[src/rtl/spi_div_pkg.sv]
package spi_div_pkg;
  // Default widths of the two divide fields.
  localparam int unsigned DEF_PRE_W = 4;
  localparam int unsigned DEF_EXP_W = 4;
endpackage

[src/rtl/spi_div_stage.sv]
// One counting stage: counts 0..lim_i, advancing when inc_i is high.
module spi_div_stage #(
  parameter int unsigned W = 4
) (
  input  logic         clk_i,
  input  logic         rst_ni,
  input  logic         clr_i,
  input  logic         inc_i,
  input  logic [W-1:0] lim_i,
  output logic [W-1:0] cnt_q_o,
  output logic [W-1:0] cnt_d_o,
  output logic         wrap_o
);
  logic [W-1:0] cnt_q;
  logic [W-1:0] cnt_d;
  logic         cnt_en;

  assign wrap_o = (cnt_q == lim_i);
  assign cnt_en = clr_i | inc_i;

  always_comb begin
    cnt_d = cnt_q;
    if (clr_i) begin
      cnt_d = '0;
    end else if (inc_i) begin
      cnt_d = wrap_o ? '0 : cnt_q + 1'b1;
    end
  end

  always_ff @(posedge clk_i or negedge rst_ni) begin
    if (!rst_ni) begin
      cnt_q <= '0;
    end else if (cnt_en) begin
      cnt_q <= cnt_d;
    end
  end

  assign cnt_q_o = cnt_q;
  assign cnt_d_o = cnt_d;
endmodule

[src/rtl/spi_div_phase.sv]
// Output stage: registers the square wave and the period-end strobe
// from the next-state counter values.
module spi_div_phase #(
  parameter int unsigned PRE_W  = 4,
  parameter int unsigned POST_W = 15
) (
  input  logic              clk_i,
  input  logic              rst_ni,
  input  logic              run_d_i,
  input  logic [PRE_W-1:0]  pre_cnt_d_i,
  input  logic [POST_W-1:0] post_cnt_d_i,
  input  logic [PRE_W-1:0]  pre_lim_d_i,
  input  logic [POST_W-1:0] post_mask_d_i,
  output logic              sclk_o,
  output logic              edge_o
);
  logic [POST_W-1:0] post_half;
  logic [PRE_W:0]    pre_half;
  logic              high_d;
  logic              term_d;
  logic              sclk_q;
  logic              edge_q;

  // Top bit of the binary range; zero when the exponent is zero.
  assign post_half = post_mask_d_i ^ (post_mask_d_i >> 1);
  // ceil((lim+1)/2) for a prescale-only ratio.
  assign pre_half  = ({1'b0, pre_lim_d_i} + 2'd2) >> 1;

  always_comb begin
    if (post_mask_d_i == '0) begin
      high_d = ({1'b0, pre_cnt_d_i} < pre_half);
    end else begin
      high_d = ((post_cnt_d_i & post_half) == '0);
    end
  end

  assign term_d = run_d_i && (pre_cnt_d_i == pre_lim_d_i)
                          && (post_cnt_d_i == post_mask_d_i);

  always_ff @(posedge clk_i or negedge rst_ni) begin
    if (!rst_ni) begin
      sclk_q <= 1'b0;
      edge_q <= 1'b0;
    end else begin
      sclk_q <= run_d_i && high_d;
      edge_q <= term_d;
    end
  end

  assign sclk_o = sclk_q;
  assign edge_o = edge_q;
endmodule

[src/rtl/spi_clk_div_top.sv]
module spi_clk_div_top #(
  parameter int unsigned PRE_W = spi_div_pkg::DEF_PRE_W,
  parameter int unsigned EXP_W = spi_div_pkg::DEF_EXP_W
) (
  input  logic             clk_src_i,
  input  logic             rst_ni,
  input  logic             en_i,
  input  logic [PRE_W-1:0] pre_sel_i,
  input  logic [EXP_W-1:0] exp_sel_i,
  output logic             sclk_o,
  output logic             edge_o
);
  localparam int unsigned POST_W = (1 << EXP_W) - 1;

  function automatic logic [POST_W-1:0] exp_mask(input logic [EXP_W-1:0] e);
    logic [POST_W:0] t;
    t = ({{POST_W{1'b0}}, 1'b1} << e) - 1'b1;
    return t[POST_W-1:0];
  endfunction

  logic              run_q;
  logic [PRE_W-1:0]  pre_q, pre_d;
  logic [EXP_W-1:0]  exp_q, exp_d;
  logic [PRE_W-1:0]  pre_cnt_q, pre_cnt_d;
  logic [POST_W-1:0] post_cnt_q, post_cnt_d;
  logic              pre_wrap, post_wrap;
  logic              stage_clr;
  logic              term_cur;
  logic              cfg_load;
  logic [POST_W-1:0] post_lim_q, post_lim_d;

  assign stage_clr  = !en_i || !run_q;
  assign term_cur   = run_q && pre_wrap && post_wrap;
  assign cfg_load   = !run_q || term_cur;
  assign post_lim_q = exp_mask(exp_q);
  assign post_lim_d = exp_mask(exp_d);

  // Field latch next state: only at idle or at a period's last cycle.
  always_comb begin
    pre_d = pre_q;
    exp_d = exp_q;
    if (cfg_load) begin
      pre_d = pre_sel_i;
      exp_d = exp_sel_i;
    end
  end

  always_ff @(posedge clk_src_i or negedge rst_ni) begin
    if (!rst_ni) begin
      run_q <= 1'b0;
      pre_q <= '0;
      exp_q <= '0;
    end else begin
      run_q <= en_i;
      if (cfg_load) begin
        pre_q <= pre_d;
        exp_q <= exp_d;
      end
    end
  end

  spi_div_stage #(.W(PRE_W)) u_pre (
    .clk_i   (clk_src_i),
    .rst_ni  (rst_ni),
    .clr_i   (stage_clr),
    .inc_i   (1'b1),
    .lim_i   (pre_q),
    .cnt_q_o (pre_cnt_q),
    .cnt_d_o (pre_cnt_d),
    .wrap_o  (pre_wrap)
  );

  spi_div_stage #(.W(POST_W)) u_post (
    .clk_i   (clk_src_i),
    .rst_ni  (rst_ni),
    .clr_i   (stage_clr),
    .inc_i   (pre_wrap),
    .lim_i   (post_lim_q),
    .cnt_q_o (post_cnt_q),
    .cnt_d_o (post_cnt_d),
    .wrap_o  (post_wrap)
  );

  spi_div_phase #(.PRE_W(PRE_W), .POST_W(POST_W)) u_phase (
    .clk_i         (clk_src_i),
    .rst_ni        (rst_ni),
    .run_d_i       (en_i),
    .pre_cnt_d_i   (pre_cnt_d),
    .post_cnt_d_i  (post_cnt_d),
    .pre_lim_d_i   (pre_d),
    .post_mask_d_i (post_lim_d),
    .sclk_o        (sclk_o),
    .edge_o        (edge_o)
  );

  logic unused_cnt;
  assign unused_cnt = ^{pre_cnt_q, post_cnt_q};
endmodule

[config.mk]
export PLATFORM = sky130hd
export DESIGN_NAME = spi_clk_div_top
export DESIGN_NICKNAME = d
export VERILOG_FILES = /design/src/rtl/spi_div_pkg.sv /design/src/rtl/spi_div_stage.sv /design/src/rtl/spi_div_phase.sv /design/src/rtl/spi_clk_div_top.sv
export SDC_FILE = /design/constraint.sdc
export NUM_CORES = 1
export LEC_CHECK = 0
export ABC_AREA = 1
export BUFFER_PORTS_ARGS = -buffer_cell sky130_fd_sc_hd__buf_2
export CORE_UTILIZATION = 36
export CTS_CLUSTER_SIZE = 40
export DETAILED_ROUTE_END_ITERATION = 10
export HOLD_SLACK_MARGIN = 0.06
export PLACE_DENSITY = 0.54
export SLEW_MARGIN = 25
export SYNTH_ARGS = -nofsm -noshare
export SYNTH_HDL_FRONTEND = slang
export SYNTH_SLANG_ARGS = --single-unit
[constraint.sdc]
create_clock -name clk_src_i -period 5.9 [get_ports clk_src_i]
set_input_delay 0.295 -clock clk_src_i [delete_from_list [all_inputs] [get_ports clk_src_i]]
set_output_delay 0.295 -clock clk_src_i [all_outputs]
set_load 0.01 [all_outputs]
-- After elaboration in Yosys (flattened, before gate mapping)
Cells that the tools add are included.
- register bits after elaboration: 30
- bits of input ports: 11
- output and inout bits: 2
- add/subtract/negate cells: 5
- order comparisons: 1
- equal/unequal tests: 4
- shifts and indexed selects: 2
- mux-type cells: 8
- bitwise operators: 3
- reductions and logical operators: 11
- operators by type and width (cell ; count):
    $mux 15 ; 3
    $eq 15x15->1 ; 2
    $logic_not 15->1 ; 2
    $shl 1x4->15 const A ; 2
    $sub 15x1->15 const B ; 2
    $mux 4 ; 4
    $add 15x1->15 const B ; 1
    $and 15x15->15 ; 1
    $xor 15x14->15 ; 1
    $eq 4x4->1 ; 2
    $add 4x2->5 const B ; 1
    $logic_and 1x1->1 ; 5
    $add 4x1->4 const B ; 1
    $lt 4x4->1 ; 1
    $logic_not 1->1 ; 2
    $logic_or 1x1->1 ; 2
    $mux 1 ; 1
    $or 1x1->1 ; 1

-- Depth between registers and ports, before layout
Gate-level depths: netlist (run 1).
- depth in word-level cells: 13
- mapped depth: 39
- depth with buffers taken out: 37

-- Modules after synthesis
A second synthesis (run 1) with hierarchy kept.
- cells, all modules: 539
- area total of the unflattened synthesis: 3412.0 µm²
- modules (own cells, without submodules) (module ; times used ; cells each ; area an instance (µm²) ; seq. area each (µm²)):
    spi_div_stage at u_post ; 1 ; 195 ; 1202.4 ; 375.4
    spi_clk_div_top ; 1 ; 146 ; 1114.8 ; 225.2
    spi_div_phase ; 1 ; 137 ; 763.2 ; 50.0
    spi_div_stage at u_pre ; 1 ; 61 ; 331.6 ; 100.1

-- Worst setup path before layout (run 1)
Ideal clock, no wire load.
- path kind: register to register
- start: register exp_q[2]
- end: register u_phase.sclk_q (netlist: u_phase.sclk_o)
- library setup time: 77 ps
- arrival: 4055 ps
- required time: 5823 ps
- slack: 1768 ps
- stages on the path, launching flop included: 39
- buffers on the path: 2
- cells stage by stage: dfrtp_1 > buf_6 > nor2_8 > nand3_1 > ha_1 > inv_2 > nand2_1 > nand2_1 > nor2_1 > nor2_1 > nand2_1 > nor2_1 > nand2_1 > nor2_4 > nand4_4 > nand2_2 > buf_6 > nand2_2 > [... 3 more ...] > nand2_1 > ha_1 > nand2_2 > inv_2 > o21ai_1 > inv_1 > ha_1 > inv_1 > nor2_1 > nor2_1 > nand2_1 > nor2_1 > nand2_1 > nor2_1 > nand3_1 > nor2_1 > nand2_1 > a21oi_1
- longest elaborated chain between the ends: 13
- ends and longest elaborated chain (what ; RTL line ; text):
    start: declaration ; spi_clk_div_top.sv:23 ; logic [EXP_W-1:0] exp_q, exp_d;
    start signal: assignment ; spi_clk_div_top.sv:57 ; exp_q <= exp_d;
    $shl 1x4->15 ; spi_clk_div_top.sv:17 ; t = ({{POST_W{1'b0}}, 1'b1} << e) - 1'b1;
    $sub 15x1->15 ; spi_clk_div_top.sv:17 ;
    $eq 15x15->1 ; spi_div_stage.sv:18 ; assign wrap_o = (cnt_q == lim_i);
    $logic_and 1x1->1 ; spi_clk_div_top.sv:33 ; assign term_cur = run_q && pre_wrap && post_wrap;
    $logic_or 1x1->1 ; spi_clk_div_top.sv:34 ; assign cfg_load = !run_q || term_cur;
    $mux 4 ; spi_clk_div_top.sv:42 ; if (cfg_load) begin
    $shl 1x4->15 ; spi_clk_div_top.sv:17 ;
    $sub 15x1->15 ; spi_clk_div_top.sv:17 ;
    $xor 15x14->15 ; spi_div_phase.sv:25 ; assign post_half = post_mask_d_i ^ (post_mask_d_i >> 1);
    $and 15x15->15 ; spi_div_phase.sv:33 ; high_d = ((post_cnt_d_i & post_half) == '0);
    $logic_not 15->1 ; spi_div_phase.sv:33 ;
    $mux 1 (*) ; spi_div_phase.sv:30 ; if (post_mask_d_i == '0) begin
    $logic_and 1x1->1 (*) ; spi_div_phase.sv:45 ; sclk_q <= run_d_i && high_d;
    end signal: assignment ; spi_div_phase.sv:45 ;
    end: declaration ; spi_div_phase.sv:21 ; logic sclk_q;
Mark *: on every way between the ends. The rest lies on a longest branch, timed or not.
A chain may end at the register's enable or synchronous reset.

-- Worst setup path after layout (run 1)
Ends and elaborated chain as after synthesis.

==> summary.txt, run 1 <==
Outcome
  • Run status: finished clean

Placement
  • Post-DP HPWL: slightly below 8000 um
  • Placement Setup Slack: 0.490 ns
  • Placed cell count: roughly 640
  • RePlAce Congestion: 0.927
  • Port Buffers: 12

STA
  • Hold Vio Cnt, Final: 0
  • Actual slew at the worst max-slew pin: about 0.72 ns
  • Post-route setup slack: ~0.56 ns
  • Final TNS setup: 0 ns
  • Final setup fails: 0
  • Final Cycle Share: 0.905
  • RSZ-0062 raised after global routing: false
  • Worst slew margin: 0.518
  • Fmax: 187 MHz
  • Clock Skews: 0.00620 ns
  • Min Tclk post-route: roughly 5.3 ns
  • Final Max Tran Viols: 0

Setup path
  • CP max stage delay: between 0.5 and 0.6 ns
  • Crit path capture type: flip-flop
  • CP Class: reg2reg
  • CP Buf/Inv Count: 4
  • CP Launch Type: flip-flop
  • Family with the most delay on the worst path: simple AND/OR/NAND/NOR gates
  • Critical Path RT: just over 6 ns
  • Critical Path AT: 5.55 ns
  • Cell with the largest stage delay on the worst path: dfrtp_2
  • Crit path max fanout: 14
  • Cell mode on critical path: nand2_1

Clocking
  • CTS root buf: clkbuf_8
  • Clock Path Buffers: 2
  • Clock latency on the worst-skew pair: around 0.28 ns
  • # clock sinks: 30
  • H-tree Lvls: 2
  • CTS tree: done
  • Clk pin slew, worst setup/hold paths: 0.07 ns
  • Total CTS buffers: 5

Floorplan
  • Initial Utilization: 0.370
  • # rows: 35
  • Core area: ~0.0092 mm2
  • Die area: 0.00984 mm2
  • Number of I/O pins: 13
  • Die Span Y: around 99 um
  • Die Span X: 99.2 um

Routing
  • DR vias: between 3000 and 4000
  • Via density: roughly 5
  • WL/cell: between 10 and 15 um
  • Routed Wire Length: 9550 um
  • DR pass1 iterations: 5
  • Remaining antenna violation count: 0
  • DRC: 0
  • Starting DRT DRC Count: a little over 200

Power and ir drop
  • VDD IR max: 0.0000867 V
  • Lkg Pwr: ~1.9 nW
  • Cell Pwr Density: 175 mW/mm2

Logic synthesis
  • Cells after Synth: approximately 520
  • Distinct cells, synth: 44
  • Adder-Cell Fraction of Synth Area: 0.0588
  • Syn nets: 550
  • Largest family of logic cells by synthesized area: simple AND/OR/NAND/NOR gates
  • Seq/Total Area, Yosys: 0.221
  • Post-Synth Simple-Gate Area: 0.502
  • Top_reg_cell synth: dfrtp_1
  • Largest cells by area after synthesis: dfrtp_1, nand2_1, nand3_1, nor2_1, inv_1
  • Count leader, synth: nand2_1
  • Asr flop ratio synth: 1.00
  • Synth Register Bits: 30
  • Synthesis Warnings: 0
  • Post-synthesis compound-gate area fraction: 0.0463
  • Mux contribution to synthesized area: 0
  • Syn_area_per_cell: about 6.5 um2
  • Area leader, netlist: dfrtp_1
  • Mapped Area: roughly 0.0034 mm2
  • XOR/XNOR Fraction of Synth Area: 0.0644
  • Synth cell count leaders: nand2_1, nand3_1, nor2_1
  • Number of enable flip-flop cells after synthesis: 0
  • Share of the synthesized area in the top cell type: 0.221

Cells and area
  • Area delta synth->final: 6.29%
  • Layout fillers: between 1000 and 1500
  • Nets@finish: 561
  • # diodes: 0
  • Final cell count without fillers: between 600 and 700
  • Layout cell share with drive strength beyond 1: 0.157

Global routing
  • GRT overflow: 0
  • GR Util All Layers: 0.208
  • Initial antenna violation count: 0
  • Largest net degree at the start of global routing: 31
  • First-pass GRT wire length: between 15000 and 20000 um
  • Vias in the first global route: about 3200

Flow run
  • MaxCap Viol Count: 0

Hold path
  • Worst min path class: in2async
-- path summary, 6_finish.rpt --
path                                            start                         end  slack [ns]  cells after the start
max                              exp_q[2]$_DFFE_PN0N_    u_phase.sclk_o$_DFF_PN0_        0.56                     36
min                                            rst_ni        exp_q[1]$_DFFE_PN0N_        0.06                      1
max reg2reg                      exp_q[2]$_DFFE_PN0N_    u_phase.sclk_o$_DFF_PN0_        0.56                     36
min reg2reg                u_pre.cnt_q_o[0]$_DFF_PN0_  u_pre.cnt_q_o[0]$_DFF_PN0_        0.57                      1
max in group asynchronous                      rst_ni        exp_q[3]$_DFFE_PN0N_        5.33                      1
min in group clk_src_i                           en_i             run_q$_DFF_PN0_        0.18                      1
-- placed cells by master, fill, tap and decap left out, drive strengths merged --
cell	instances
ha	16
o21ai	16
nor4	1
nor3	9
xnor2	6
o211ai	1
o2111ai	1
dfrtp	30
a21oi	6
o22ai	1
nand3b	3
buf	12
or2	1
and2	1
nand2	174
a31oi	1
inv	71
nor2	71
o31ai	1
o21bai	1
nor3b	2
nand3	73
clkinv	5
clkbuf	7
nand4	6
xor2	19
-- per-layer routing --
metal | wire length (um) | vias to the layer above | GRT usage | share of wire
met5 | 0 | - | 0 | 0
met4 | 256 | 0 | 0.0758 | 0.027
met3 | 262 | 18 | 0.0162 | 0.027
met2 | 4450 | 64 | 0.349 | 0.47
met1 | 4580 | 1507 | 0.281 | 0.48
li1 | - | 1676 | - | -
-- timing repair --
action	4_1_cts	5_1_grt
hold buffers	0	0
setup endpoints to repair	0	1
setup buffers	0	0
gates resized for setup	0	2
-- cells by family after synthesis --
logic type,Yosys count
AO/OA/AOI/OAI,28
XOR/XNOR,25
flip-flops,30
AND/OR/NAND/NOR,341
adder cells (fa/ha/maj),16
buffers and inverters,83
-- metrics by stage --
stage               hold slack (ns)   util  total power, mW  cell area [um2]
floorplan                 -0.000591      -            0.407             3400
global placement              0.403  0.383            0.456             3520
detailed placement            0.391  0.383            0.458             3520
CTS                          0.0922  0.393            0.636             3610
global route                  0.128  0.393            0.677             3620
finish                       0.0626  0.393            0.633             3620
-- registers in the layout (all words and copies together) (netlist names) --
register        count
u_post.cnt_q_o     15
exp_q               4
pre_q               4
u_pre.cnt_q_o       4
run_q               1
u_phase.edge_o      1
u_phase.sclk_o      1
-- cell type report --
| cell class | count | area, um2 | area share |
|---|---|---|---|
| clock inverter | 1 | 5.00 | 0.00138 |
| clock buffer | 7 | 86.3 | 0.0239 |
| tap | 111 | 139 | 0.0384 |
| timing repair buffer | 12 | 60.1 | 0.0166 |
| multi-input combinational | 410 | 2280 | 0.631 |
| inverter | 75 | 289 | 0.0799 |
| sequential | 30 | 753 | 0.208 |
-- report_power, final --
part / internal, mW / total (mW) / switching, mW
Combinational: 0.0729 / 0.227 / 0.155
Clock: 0.0942 / 0.179 / 0.0845
Sequential: 0.212 / 0.227 / 0.0148
Total: 0.379 / 0.633 / 0.254
Power figures use the tool's default switching activity.
==> inputs of run 2 (changes only) <==
--- a/config.mk
+++ b/config.mk
@@ -5,13 +5,14 @@
 export SDC_FILE = /design/constraint.sdc
 export NUM_CORES = 1
 export LEC_CHECK = 0
-export ABC_AREA = 1
 export BUFFER_PORTS_ARGS = -buffer_cell sky130_fd_sc_hd__buf_2
+export CORE_MARGIN = 4
 export CORE_UTILIZATION = 36
 export CTS_CLUSTER_SIZE = 40
 export DETAILED_ROUTE_END_ITERATION = 10
 export HOLD_SLACK_MARGIN = 0.06
 export PLACE_DENSITY = 0.54
+export SETUP_SLACK_MARGIN = 0.1
 export SLEW_MARGIN = 25
 export SYNTH_ARGS = -nofsm -noshare
 export SYNTH_HDL_FRONTEND = slang
==> summary.txt, run 2 <==
Global routing
  • Vias in the first global route: 3588 (was 3161)
  • Largest net degree at the start of global routing: 32 (was 31)
  • GRT overflow: 0 (unchanged)
  • First-pass GRT wire length: 20000 um (was 16000 um)
  • Initial antenna violation count: 0 (unchanged)
  • GR Util All Layers: 0.223 (was 0.208)

Cells and area
  • Max reg flops: 15 (unchanged)
  • Final Util: 0.411 (was 0.393)
  • Layout fillers: 1044 (was 1015)
  • Area delta synth->final: 11.9% (was 6.29%)
  • Most common cell after layout, fill and taps aside: nor2_1 (was nand2_1)
  • Layout cell share with drive strength beyond 1: 0.160 (was 0.157)
  • Design Area, Final: 0.00400 mm2 (was 0.00362 mm2)
  • Commonest cells after routing, fill and taps aside: nor2_1, nand2_1, dfrtp_1 (was nand2_1, nand3_1, nor2_1)
  • # diodes: 0 (unchanged)
  • Nets@finish: 500 (was 561)

Logic synthesis
  • Synth cell count leaders: nor2_1, nand2_1, dfrtp_1 (was nand2_1, nand3_1, nor2_1)
  • Cells after Synth: 468 (was 523)
  • Count leader, synth: nor2_1 (was nand2_1)
  • Distinct cells, synth: 70 (was 44)
  • Synth Register Bits: 30 (unchanged)
  • Share of the synthesized area in the top cell type: 0.210 (was 0.221)
  • Syn nets: 495 (was 550)
  • Syn_area_per_cell: 7.64 um2 (was 6.50 um2)
  • Top_reg_cell synth: dfrtp_1 (unchanged)
  • Seq/Total Area, Yosys: 0.210 (was 0.221)
  • Asr flop ratio synth: 1.00 (unchanged)
  • Area leader, netlist: dfrtp_1 (unchanged)
  • Largest cells by area after synthesis: dfrtp_1, xnor2_1, ha_1, nor2_1, nand2_1 (was dfrtp_1, nand2_1, nand3_1, nor2_1, inv_1)
  • Synthesis Warnings: 0 (unchanged)
  • Number of enable flip-flop cells after synthesis: 0 (unchanged)
  • Mapped Area: 0.00358 mm2 (was 0.00340 mm2)

Routing
  • DRC: 0 (unchanged)
  • Via density: 6.11 (was 5.05)
  • Remaining antenna violation count: 0 (unchanged)
  • Routed Wire Length: 12600 um (was 9550 um)
  • WL/cell: 20.7 um (was 14.8 um)
  • Starting DRT DRC Count: 377 (was 207)
  • DR pass1 iterations: 6 (was 5)
  • DR vias: 3706 (was 3265)

Floorplan
  • Die Span Y: 108 um (was 99.2 um)
  • Die area: 0.0116 mm2 (was 0.00984 mm2)
  • Initial Utilization: 0.368 (was 0.370)
  • Die Span X: 108 um (was 99.2 um)
  • Number of I/O pins: 13 (unchanged)
  • # rows: 36 (was 35)
  • Core area: 0.00973 mm2 (was 0.00920 mm2)

Clocking
  • # clock sinks: 30 (unchanged)
  • Clk pin slew, worst setup/hold paths: 0.08 ns (was 0.07 ns)
  • H-tree Lvls: 2 (unchanged)
  • Clock Path Buffers: 2 (unchanged)
  • Clock latency on the worst-skew pair: 0.30 ns (was 0.28 ns)
  • Total CTS buffers: 5 (unchanged)
  • Hold_buf cts: 0 (unchanged)
  • CTS root buf: clkbuf_8 (unchanged)
  • CTS tree: done (unchanged)

Setup path
  • CP Buf/Inv Count: 2 (was 4)
  • CP Launch Type: flip-flop (unchanged)
  • Family with the most delay on the worst path: simple AND/OR/NAND/NOR gates (unchanged)
  • CP max stage delay: 0.52 ns (was 0.53 ns)
  • Crit path max fanout: 20 (was 14)
  • RR Startpoint: exp_q[2]$_DFFE_PN0N_ (unchanged)
  • Critical Path AT: 5.77 ns (was 5.55 ns)
  • R2R depth: 22 (was 36)
  • Slack of the worst reg-to-reg path: 0.36 ns (was 0.56 ns)
  • Cell with the largest stage delay on the worst path: or4bb_1 (was dfrtp_2)
  • CP cell instances: nor4_4 > inv_2 > ha_4 > or4bb_1 > a21oi_2 > o21ai_0 > a32oi_1 > nand4_2 > nand2_4 > mux2i_1 > nand2_1 > ha_4 > buf_12 > nor2_2 > a22oi_1 > mux2i_1 > ha_1 > or4_1 > a2111oi_2 > o21ai_1 > nor4_1 > and4bb_1
  • Critical Path RT: 6.13 ns (was 6.11 ns)
  • Crit path capture type: flip-flop (unchanged)
  • CP Class: reg2reg (unchanged)
  • RR Endpoint: u_phase.edge_o$_DFF_PN0_ (was u_phase.sclk_o$_DFF_PN0_)

Placement
  • Post-DP HPWL: 9540 um (was 7850 um)
  • Placed Area: 0.00380 mm2 (was 0.00352 mm2)
  • Placement Setup Slack: 0.0598 ns (was 0.490 ns)
  • RePlAce Congestion: 0.975 (was 0.927)
  • Port Buffers: 12 (unchanged)

Power and ir drop
  • Lkg Pwr: 1.60 nW (was 1.86 nW)
  • Cell Int Power: 0.422 mW (was 0.379 mW)
  • Switch Pwr: 0.271 mW (was 0.254 mW)
  • Sw frac: 0.391 (was 0.401)
  • Clock power share: 0.268 (was 0.282)
  • VDD IR max: 0.0000836 V (was 0.0000867 V)
  • Comb power frac: 0.407 (was 0.359)
  • Cell Pwr Density: 173 mW/mm2 (was 175 mW/mm2)
  • Sequential Power Share: 0.324 (was 0.359)

STA
  • Min Tclk post-route: 5.54 ns (was 5.34 ns)
  • Final setup fails: 0 (unchanged)
  • RSZ-0062 raised after global routing: true (was false)
  • Post-route setup slack: 0.360 ns (was 0.562 ns)
  • Final TNS setup: 0 ns (unchanged)
  • Clock Skews: 0.00750 ns (was 0.00620 ns)
  • Fmax: 180 MHz (was 187 MHz)
  • Worst slew margin: 0.504 (was 0.518)
  • Actual slew at the worst max-slew pin: 0.745 ns (was 0.723 ns)
  • Final Max Tran Viols: 0 (unchanged)
  • Hold Vio Cnt, Final: 0 (unchanged)
  • Final Cycle Share: 0.939 (was 0.905)

Hold path
  • Worst min path class: in2async (unchanged)

Outcome
  • Run status: finished clean (unchanged)

Flow run
  • MaxCap Viol Count: 0 (unchanged)
## run 2: through the flow
stage	instances	power [mW]	hold WS, ns
finish	607	0.692	0.0638
global route	607	0.734	0.118
floorplan	468	0.414	-0.000591
CTS	604	0.673	0.0849
global placement	596	0.488	0.412
detailed placement	596	0.487	0.402
## run 2: layout make-up
cell class / instances / area (um2) / share of cell area
multi-input combinational: 387 / 2700 / 0.674
sequential: 30 / 753 / 0.188
timing repair buffer: 33 / 230 / 0.0575
tap: 133 / 166 / 0.0416
clock buffer: 6 / 82.6 / 0.0206
inverter: 16 / 60.1 / 0.0150
clock inverter: 2 / 12.5 / 0.00313
## run 2: how the worst max path moves through the flow
stage,startpoint,to,cells after the start
after global routing,exp_q[2]$_DFFE_PN0N_,u_phase.sclk_o$_DFF_PN0_,27
after global placement,exp_q[1]$_DFFE_PN0N_,u_phase.sclk_o$_DFF_PN0_,27
after detailed placement,exp_q[1]$_DFFE_PN0N_,u_phase.sclk_o$_DFF_PN0_,27
final,exp_q[2]$_DFFE_PN0N_,u_phase.edge_o$_DFF_PN0_,22
after CTS,exp_q[1]$_DFFE_PN0N_,u_phase.sclk_o$_DFF_PN0_,27
after floorplan,exp_q[3]$_DFFE_PN0N_,u_phase.sclk_o$_DFF_PN0_,32
## run 2: cell families (layout without fill, tap and decap cells)
logic type	after synthesis	count (layout)	share of synthesized area
AND/OR/NAND/NOR	203	203	0.298
AO/OA/AOI/OAI	103	103	0.200
buffers and inverters	51	57	0.0637
XOR/XNOR	38	38	0.0930
flip-flops	30	30	0.210
multiplexers	27	27	0.0797
adder cells (fa/ha/maj)	16	16	0.0560
## run 2: routing by layer
metal	routed length [um]	track usage
met1	5250	0.294
met2	5860	0.356
met3	839	0.0306
met4	611	0.106
met5	0	0
## run 2: power by group through the flow
stage / registers, mW / clock network [mW] / logic (mW)
floorplan: 0.222 / 0 / 0.192
global placement: 0.227 / 0 / 0.260
detailed placement: 0.228 / 0 / 0.259
CTS: 0.224 / 0.188 / 0.261
global route: 0.226 / 0.199 / 0.309
finish: 0.224 / 0.186 / 0.282
## run 2: worst reg2reg max path, delay by kind of cell (launching register included)
family                   cells  cell delay, ns
buffers and inverters        2            0.23
adder cells (fa/ha/maj)      3            0.73
AND/OR/NAND/NOR              9            2.53
multiplexers                 2            0.55
flip-flops                   1            0.44
AO/OA/AOI/OAI                6            1.04
## run 2: what timing repair did
action                                  4_1_cts  5_1_grt
endpoints found under the setup margin        2        2
buffers inserted                              0        3
gates cloned                                  0        0
gates resized for setup                       2       19
pin swaps                                     0        5
